**config.mk**
```make
export PLATFORM = sky130hd
export DESIGN_NAME = irqd_top
export DESIGN_NICKNAME = d
export VERILOG_FILES = /design/src/rtl/irqd_pkg.sv /design/src/rtl/irqd_lowest.sv /design/src/rtl/irqd_cpu_priv.sv /design/src/rtl/irqd_dist.sv /design/src/rtl/irqd_top.sv
export SDC_FILE = /design/constraint.sdc
export NUM_CORES = 2
export LEC_CHECK = 0
export ABC_AREA = 1
export BUFFER_PORTS_ARGS = -buffer_cell sky130_fd_sc_hd__buf_2
export CAP_MARGIN = 20
export CORE_ASPECT_RATIO = 0.75
export CORE_MARGIN = 2
export CORE_UTILIZATION = 30
export CTS_BUF_LIST = sky130_fd_sc_hd__clkbuf_16
export CTS_CLUSTER_DIAMETER = 50
export CTS_CLUSTER_SIZE = 16
export DETAILED_ROUTE_END_ITERATION = 8
export GPL_TIMING_DRIVEN = 0
export PLACE_DENSITY = 0.57
export SYNTH_ARGS = -nofsm -noshare
export SYNTH_HDL_FRONTEND = slang
export SYNTH_SLANG_ARGS = --single-unit
```
**constraint.sdc**
```tcl
create_clock -name clk -period 10.35 [get_ports clk]
set_clock_uncertainty 0.15 [all_clocks]
set_input_delay 2.07 -clock clk [delete_from_list [all_inputs] [get_ports clk]]
set_output_delay 2.07 -clock clk [all_outputs]
set_load 0.05 [all_outputs]
```
**src/rtl/irqd_pkg.sv**
```systemverilog
package irqd_pkg;
  localparam int IDW     = 10;
  localparam int DW      = 32;
  localparam int AW      = 4;
  localparam int NSGI    = 16;
  localparam int SW      = $clog2(NSGI);
  localparam int TGT_LSB = 16;
  localparam logic [IDW-1:0] ID_SPUR  = 10'd1023;
  localparam logic [IDW-1:0] ID_TMR   = 10'd29;
  localparam logic [IDW-1:0] SPI_BASE = 10'd32;
  localparam logic [IDW-1:0] SGI_END  = 10'd16;
  localparam logic [AW-1:0] OFS_ACK   = 4'd0;
  localparam logic [AW-1:0] OFS_EOI   = 4'd1;
  localparam logic [AW-1:0] OFS_SGI   = 4'd2;
  localparam logic [AW-1:0] OFS_EN    = 4'd3;
  localparam logic [AW-1:0] OFS_ROUTE = 4'd4;
endpackage

```
**src/rtl/irqd_lowest.sv**
```systemverilog
module irqd_lowest #(
  parameter int W = 32,
  localparam int IW = (W > 1) ? $clog2(W) : 1
) (
  input  logic [W-1:0]  vec,
  output logic          hit,
  output logic [IW-1:0] idx
);
  always_comb begin
    hit = |vec;
    idx = '0;
    for (int i = W - 1; i >= 0; i--) begin
      if (vec[i]) idx = IW'(i);
    end
  end
endmodule

```
**src/rtl/irqd_cpu_priv.sv**
```systemverilog
module irqd_cpu_priv
  import irqd_pkg::*;
(
  input  logic            clk,
  input  logic            rst_n,
  input  logic            tmr_i,
  input  logic [NSGI-1:0] sgi_set,
  input  logic            claim,
  input  logic            eoi_vld,
  input  logic [IDW-1:0]  eoi_id,
  output logic            hit,
  output logic [IDW-1:0]  id
);
  logic [NSGI-1:0] pend_q, pend_d, act_q, act_d;
  logic            tact_q, tact_d;
  logic [NSGI-1:0] sgi_rdy;
  logic            sgi_hit, tmr_rdy;
  logic [SW-1:0]   sgi_idx;

  assign sgi_rdy = pend_q & ~act_q;
  assign tmr_rdy = tmr_i & ~tact_q;

  irqd_lowest #(.W(NSGI)) u_sgi_pick (.vec(sgi_rdy), .hit(sgi_hit), .idx(sgi_idx));

  assign hit = sgi_hit | tmr_rdy;
  assign id  = sgi_hit ? IDW'(sgi_idx) : ID_TMR;

  always_comb begin
    pend_d = pend_q;
    act_d  = act_q;
    tact_d = tact_q;
    if (claim && sgi_hit) begin
      pend_d[sgi_idx] = 1'b0;
      act_d[sgi_idx]  = 1'b1;
    end else if (claim && tmr_rdy) begin
      tact_d = 1'b1;
    end
    if (eoi_vld) begin
      if (eoi_id < SGI_END) act_d[eoi_id[SW-1:0]] = 1'b0;
      else if (eoi_id == ID_TMR) tact_d = 1'b0;
    end
    pend_d = pend_d | sgi_set;
  end

  always_ff @(posedge clk or negedge rst_n) begin
    if (!rst_n) begin
      pend_q <= '0;
      act_q  <= '0;
      tact_q <= 1'b0;
    end else begin
      pend_q <= pend_d;
      act_q  <= act_d;
      tact_q <= tact_d;
    end
  end

  for (genvar i = 0; i < NSGI; i++) begin : g_chk
    // software interrupt stays in service until completed
    a_r6_sgi_held: assert property (@(posedge clk) disable iff (!rst_n)
      act_q[i] && !(eoi_vld && eoi_id == IDW'(i)) |=> act_q[i]);
    // a send always leaves the interrupt pending
    a_r7_sgi_raised: assert property (@(posedge clk) disable iff (!rst_n)
      sgi_set[i] |=> pend_q[i]);
  end
endmodule

```
**src/rtl/irqd_dist.sv**
```systemverilog
module irqd_dist
  import irqd_pkg::*;
#(
  parameter int NCPU = 4,
  parameter int NSPI = 32,
  localparam int CW  = (NCPU > 1) ? $clog2(NCPU) : 1,
  localparam int SIW = (NSPI > 1) ? $clog2(NSPI) : 1
) (
  input  logic                clk,
  input  logic                rst_n,
  input  logic [NSPI-1:0]     line_i,
  input  logic [NCPU-1:0]     claim,
  input  logic [NCPU-1:0]     eoi_vld,
  input  logic [NCPU*IDW-1:0] eoi_id,
  input  logic [NCPU-1:0]     en_wr,
  input  logic [NCPU-1:0]     rt_wr,
  input  logic [NCPU*DW-1:0]  wd,
  output logic [NCPU-1:0]     gnt_hit,
  output logic [NCPU*IDW-1:0] gnt_id,
  output logic [NCPU-1:0]     pend_cpu
);
  logic [NSPI-1:0]           en_q, en_d, act_q, act_d, clr, elig;
  logic [NSPI-1:0][NCPU-1:0] tgt_q, tgt_d, gcol;
  logic [NSPI-1:0][CW-1:0]   own_q, own_d;
  logic [NSPI-1:0]           taken   [NCPU+1];
  logic [NSPI-1:0]           gnt_vec [NCPU];

  assign elig     = line_i & en_q & ~act_q;
  assign taken[0] = '0;

  for (genvar c = 0; c < NCPU; c++) begin : g_cpu
    logic [NSPI-1:0] col, avail;
    logic            p_hit;
    logic [SIW-1:0]  p_idx;
    for (genvar s = 0; s < NSPI; s++) begin : g_col
      assign col[s] = tgt_q[s][c];
    end
    assign avail = elig & col & ~taken[c];
    irqd_lowest #(.W(NSPI)) u_pick (.vec(avail), .hit(p_hit), .idx(p_idx));
    assign gnt_hit[c]              = claim[c] & p_hit;
    assign gnt_id[c*IDW +: IDW]    = SPI_BASE + IDW'(p_idx);
    assign gnt_vec[c]              = gnt_hit[c] ? (NSPI'(1) << p_idx) : '0;
    assign taken[c+1]              = taken[c] | gnt_vec[c];
    assign pend_cpu[c]             = |(elig & col);
  end

  always_comb begin
    clr  = '0;
    gcol = '0;
    for (int c = 0; c < NCPU; c++) begin
      for (int s = 0; s < NSPI; s++) begin
        gcol[s][c] = gnt_vec[c][s];
        if (eoi_vld[c] && act_q[s] && own_q[s] == CW'(c) &&
            eoi_id[c*IDW +: IDW] == SPI_BASE + IDW'(s))
          clr[s] = 1'b1;
      end
    end
  end

  always_comb begin
    act_d = act_q & ~clr;
    own_d = own_q;
    en_d  = en_q;
    tgt_d = tgt_q;
    for (int c = 0; c < NCPU; c++) begin
      act_d = act_d | gnt_vec[c];
      for (int s = 0; s < NSPI; s++) begin
        if (gnt_vec[c][s]) own_d[s] = CW'(c);
      end
      if (en_wr[c]) en_d = wd[c*DW +: NSPI];
      if (rt_wr[c]) tgt_d[wd[c*DW +: SIW]] = wd[c*DW + TGT_LSB +: NCPU];
    end
  end

  always_ff @(posedge clk or negedge rst_n) begin
    if (!rst_n) begin
      en_q  <= '0;
      act_q <= '0;
      tgt_q <= '0;
      own_q <= '0;
    end else begin
      en_q  <= en_d;
      act_q <= act_d;
      tgt_q <= tgt_d;
      own_q <= own_d;
    end
  end

  for (genvar s = 0; s < NSPI; s++) begin : g_chk
    // a source is granted to at most one CPU per cycle
    a_r4_single_winner: assert property (@(posedge clk) disable iff (!rst_n)
      $onehot0(gcol[s]));
    // ownership holds until the owner completes it
    a_r6_owner_held: assert property (@(posedge clk) disable iff (!rst_n)
      act_q[s] && !clr[s] |=> act_q[s] && $stable(own_q[s]));
  end
endmodule

```
**src/rtl/irqd_top.sv**
```systemverilog
module irqd_top
  import irqd_pkg::*;
#(
  parameter int NCPU = 4,
  parameter int NSPI = 32
) (
  input  logic               clk,
  input  logic               rst_n,
  input  logic [NSPI-1:0]    spi_i,
  input  logic [NCPU-1:0]    tmr_i,
  input  logic [NCPU-1:0]    req_vld,
  input  logic [NCPU-1:0]    req_wr,
  input  logic [NCPU*AW-1:0] req_addr,
  input  logic [NCPU*DW-1:0] req_wdata,
  output logic [NCPU-1:0]    rsp_vld,
  output logic [NCPU*DW-1:0] rsp_data,
  output logic [NCPU-1:0]    irq_o
);
  logic [NCPU-1:0]            rd_ack, wr_eoi, wr_sgi, wr_en, wr_rt;
  logic [NCPU-1:0]            priv_hit, sh_claim, gnt_hit, pend_cpu;
  logic [NCPU*IDW-1:0]        priv_id, gnt_id, eoi_id;
  logic [NCPU-1:0][NSGI-1:0]  sgi_set;
  logic [NCPU-1:0]            rsp_vld_q, rsp_vld_d;
  logic [NCPU-1:0][DW-1:0]    rsp_q, rsp_d;

  for (genvar c = 0; c < NCPU; c++) begin : g_if
    logic [AW-1:0] ofs;
    assign ofs         = req_addr[c*AW +: AW];
    assign rd_ack[c]   = req_vld[c] & ~req_wr[c] & (ofs == OFS_ACK);
    assign wr_eoi[c]   = req_vld[c] &  req_wr[c] & (ofs == OFS_EOI);
    assign wr_sgi[c]   = req_vld[c] &  req_wr[c] & (ofs == OFS_SGI);
    assign wr_en[c]    = req_vld[c] &  req_wr[c] & (ofs == OFS_EN);
    assign wr_rt[c]    = req_vld[c] &  req_wr[c] & (ofs == OFS_ROUTE);
    assign eoi_id[c*IDW +: IDW] = req_wdata[c*DW +: IDW];
    assign sh_claim[c] = rd_ack[c] & ~priv_hit[c];
    assign irq_o[c]    = priv_hit[c] | pend_cpu[c];

    irqd_cpu_priv u_priv (
      .clk     (clk),
      .rst_n   (rst_n),
      .tmr_i   (tmr_i[c]),
      .sgi_set (sgi_set[c]),
      .claim   (rd_ack[c]),
      .eoi_vld (wr_eoi[c]),
      .eoi_id  (eoi_id[c*IDW +: IDW]),
      .hit     (priv_hit[c]),
      .id      (priv_id[c*IDW +: IDW])
    );
  end

  always_comb begin
    sgi_set = '0;
    for (int t = 0; t < NCPU; t++) begin
      for (int s = 0; s < NCPU; s++) begin
        if (wr_sgi[s] && req_wdata[s*DW + TGT_LSB + t])
          sgi_set[t] = sgi_set[t] | (NSGI'(1) << req_wdata[s*DW +: SW]);
      end
    end
  end

  irqd_dist #(.NCPU(NCPU), .NSPI(NSPI)) u_dist (
    .clk      (clk),
    .rst_n    (rst_n),
    .line_i   (spi_i),
    .claim    (sh_claim),
    .eoi_vld  (wr_eoi),
    .eoi_id   (eoi_id),
    .en_wr    (wr_en),
    .rt_wr    (wr_rt),
    .wd       (req_wdata),
    .gnt_hit  (gnt_hit),
    .gnt_id   (gnt_id),
    .pend_cpu (pend_cpu)
  );

  always_comb begin
    for (int c = 0; c < NCPU; c++) begin
      rsp_vld_d[c] = req_vld[c] & ~req_wr[c];
      rsp_d[c]     = '0;
      if (rd_ack[c]) begin
        if (priv_hit[c])     rsp_d[c] = DW'(priv_id[c*IDW +: IDW]);
        else if (gnt_hit[c]) rsp_d[c] = DW'(gnt_id[c*IDW +: IDW]);
        else                 rsp_d[c] = DW'(ID_SPUR);
      end
    end
  end

  always_ff @(posedge clk or negedge rst_n) begin
    if (!rst_n) begin
      rsp_vld_q <= '0;
      rsp_q     <= '0;
    end else begin
      rsp_vld_q <= rsp_vld_d;
      rsp_q     <= rsp_d;
    end
  end

  assign rsp_vld  = rsp_vld_q;
  assign rsp_data = rsp_q;

  for (genvar c = 0; c < NCPU; c++) begin : g_chk
    // a read is answered on the next cycle
    a_r2_rsp_next: assert property (@(posedge clk) disable iff (!rst_n)
      req_vld[c] && !req_wr[c] |=> rsp_vld[c]);
    // a claim with no request raised yields the idle ID
    a_r4_idle_claim: assert property (@(posedge clk) disable iff (!rst_n)
      rd_ack[c] && !irq_o[c] |=> rsp_data[c*DW +: DW] == DW'(ID_SPUR));
    if (c == 0) begin : g_first
      // CPU 0 is never beaten, so a raised request is always honoured
      a_r9_first_served: assert property (@(posedge clk) disable iff (!rst_n)
        rd_ack[0] && irq_o[0] |=> rsp_data[DW-1:0] != DW'(ID_SPUR));
    end
  end
endmodule

```
==> summary.txt <==
Outcome
  • Outcome: finished with violations
  • Violated checks: setup timing

Routing
  • TritonRoute pass-1 iters: 7
  • DRC viols: 0
  • Vias/cell: 5.97
  • Initial DRC count: 6632
  • Vias post-DR: 39400
  • Routed Antenna Nets: 0
  • WL per Instance: 34.2 um
  • Routed WL: 226000 um

Finish
  • Fillcell total: 11200
  • Fraction of layout cells with a size suffix above 1: 18.1%
  • Fin cells: 6602
  • Final #Nets: 5382
  • Design area: 0.0396 mm2
  • Area grow syn2layout: 27.7%

Run
  • Max-Cap Viols: 0

Clock tree
  • CTS tree: done
  • Skew-Pair Late Insertion Delay: 0.69 ns
  • Hold Buf Count CTS: 0
  • TritonCTS buffer count: 71
  • CTS root buf: clkbuf_16
  • Clock Tree Buf Depth: 3
  • Worst-path clk slew: 0.07 ns
  • H-tree levels: 3
  • # clock sinks: 420

Floorplanning
  • # rows: 102
  • Die H: 282 um
  • Die width: 375 um
  • Core area: 0.103 mm2
  • Initial core utilization: 30.1%
  • I/O pin total: 326
  • Die area: 0.106 mm2

Worst setup path
  • Crit. Startpoint: spi_i[28]
  • Crit path max fanout: 5
  • CP most frequent cell: nand2_1
  • Crit path largest cell delay: 0.39 ns
  • Crit Reg-Reg Startpoint: u_dist.act_q[30]$_DFF_PN0_
  • WP data required: 10.81 ns
  • Startpoint types: input port
  • Worst Setup End Kind: flop
  • CP Class: input port to flop
  • CP max-delay cell: nor2_2
  • Crit path DAT: 12.97 ns

Global route
  • Pin count of the biggest net entering global routing: 92
  • GRT Total Usage: 41.3%
  • Initial antenna violation count: 17
  • Total congestion overflow: 0
  • First-pass GRT wire length: 299000 um
  • Number of global-route vias before repair: 35000

Place
  • Placed Area: 0.0346 mm2
  • PortBufs: 221
  • Setup WS pre-CTS: -4.73 ns
  • Final HPWL DP: 185000 um
  • RePlAce Congestion: 1.10
  • Placed instance count: 6332

Logic synthesis
  • Syn Area/Cell: 6.68 um2
  • Area leader, netlist: dfrtp_1
  • Cell Area, Synth: 0.0310 mm2
  • Ys async rst share: 100%
  • Register area share after synthesis: 33.9%
  • Area contributors post-synth: dfrtp_1 (34%), nand2_1 (12%), nor2_1 (8.9%)
  • Post-synth EDFFs: 0
  • Synth Flop Type: dfrtp_1
  • Post-synth top area share: 33.9%
  • Yosys cell types: 63
  • Gate Count Post-Synth: 4641
  • FF+latch count, synth: 420
  • Synth warnings: 0

Hold path
  • Critical hold path startpoint: g_if[0].u_priv.pend_q[3]$_DFF_PN0_
  • Min-Delay Path Class: flop to flop

STA
  • Final hold vios: 0
  • Tcrit/Tclk final: 121%
  • Fmax: 0.0799 GHz
  • Final setup fails: 102
  • Min cycle time layout: 12.52 ns
  • Total Neg Setup Slack: -209.65 ns
  • Slew Limit Fails: 0
  • RSZ-0062 raised after global routing: true
  • Worst-Margin Slew: 1.39 ns
  • Setup ws final: -2.17 ns
  • Relative slew slack: 7.23%

Pwr
  • Leak: 18.3 nW
  • Max VDD drop: 0.000123 V
  • Pwr Density: 160 mW/mm2
  • Total power: 6.33 mW
-- worst max-delay path, delay by kind of cell --
family | cells | cell delay, ns
AND/OR/NAND/NOR | 90 | 7.90
AO/OA/AOI/OAI | 9 | 1.71
buffers and inverters | 8 | 1.19
-- cells in the final DEF (no fill, tap or decap), types with 10 or more instances in the layout --
cell type  instances
nor4_1            21
o311ai_0          10
clkbuf_16         73
nand2_2           71
nor2_1           665
nand3_4           17
a22oi_1           79
nand3_1          158
clkbuf_1         121
nand4_4           10
nor2_2            34
nand2_4           26
o31ai_1           15
clkinv_1          15
nor2_4            53
o211ai_1         120
inv_1            607
nand2_1          877
o22ai_1           45
a221oi_1          36
a311oi_1          10
a21oi_1          280
inv_2             19
nand3_2           13
o21bai_1          24
a41oi_1           24
buf_12            11
mux2i_1           12
o221ai_1          60
nand4_1           55
dfrtp_1          420
buf_4            222
a31oi_1          114
o21ai_0          295
buf_2            226
conb_1            88
buf_6             25
o21bai_2          12
nor3_1            83
-- report_power, final --
group          switching [mW]  internal (mW)  leakage, nW
sequential              0.127           1.77         5.11
combinational            1.42          0.531         12.0
clock                    1.03           1.45         1.18
-- final timing paths --
path | to | slack, ns | depth (start not counted)
max | u_dist.act_q[27]$_DFF_PN0_ | -2.17 | 107
min | g_if[0].u_priv.pend_q[3]$_DFF_PN0_ | 0.34 | 2
max reg2reg | u_dist.act_q[27]$_DFF_PN0_ | -1.23 | 107
min reg2reg | g_if[0].u_priv.pend_q[3]$_DFF_PN0_ | 0.34 | 2
max in group asynchronous | g_if[3].u_priv.act_q[0]$_DFF_PN0_ | 6.89 | 4
min in group asynchronous | u_dist.g_cpu[2].col[25]$_DFF_PN0_ | 1.23 | 1
-- state kept, by name, indices dropped and copies added, names as in the netlist --
signal and flops:
g_if.u_priv.act_q 64, u_dist.own_q 64, g_if.u_priv.pend_q 64, g_if.u_priv.tact_q 4
rsp_data 28, u_dist.en_q 32, u_dist.act_q 32, rsp_vld 4
u_dist.g_cpu.col 128
-- cells in the mapped netlist (12+ instances only) --
cell type	n
nand2_1	960
a221oi_1	45
dfrtp_1	420
o22ai_1	45
buf_4	100
a41oi_1	24
nor2_2	14
o21bai_1	27
o211ai_1	120
clkbuf_1	126
nand4_1	55
inv_1	617
nor3_1	91
a31oi_1	115
nor4_1	25
o221ai_1	60
nand2_2	15
nand4_2	14
a21oi_1	289
nand3_1	177
o21ai_0	299
mux2i_1	12
nor2_1	734
a22oi_1	84
o31ai_1	15
-- cells by family after synthesis --
logic type | synth area share (%)
multiplexers | 0.387
buffers and inverters | 11.8
AND/OR/NAND/NOR | 28.9
other | 0.0121
flip-flops | 33.9
AO/OA/AOI/OAI | 25.1
-- per-stage QoR --
step / hold WS [ns] / utilization [%]
finish: 0.341 / 38.5
CTS: 0.333 / 37.8
global placement: 0.323 / 33.2
floorplan: 0.292 / -
global route: 0.358 / 38.5
detailed placement: 0.314 / 33.6
-- cell type report --
cell class / instances / area [um2] / share of cell area, %
timing repair buffer: 389 / 2690 / 6.79
sequential: 420 / 10500 / 26.5
tap: 1352 / 1690 / 4.27
clock buffer: 73 / 1830 / 4.61
clock inverter: 54 / 549 / 1.39
buffer: 235 / 1330 / 3.37
inverter: 635 / 2410 / 6.08
antenna: 4 / 10.0 / 0.0253
multi-input combinational: 3440 / 18600 / 46.9
-- repair_timing --
| action | in CTS | in global routing |
|---|---|---|
| buffers inserted | 102 | 23 |
| endpoints found under the setup margin | 107 | 102 |
| resized for setup | 276 | 120 |
| pin swaps | 58 | 77 |
| gates cloned | 2 | 0 |
-- per-layer routing --
metal | up-vias | global-route usage, % | share of wire [%]
met5 | - | 0 | 0.035
met1 | 19400 | 61.9 | 45
met4 | 12 | 11.7 | 3.1
met2 | 2974 | 51.2 | 36
met3 | 332 | 18.8 | 16
li1 | 16800 | - | -
No activity file was read; power rests on OpenSTA's default activity.
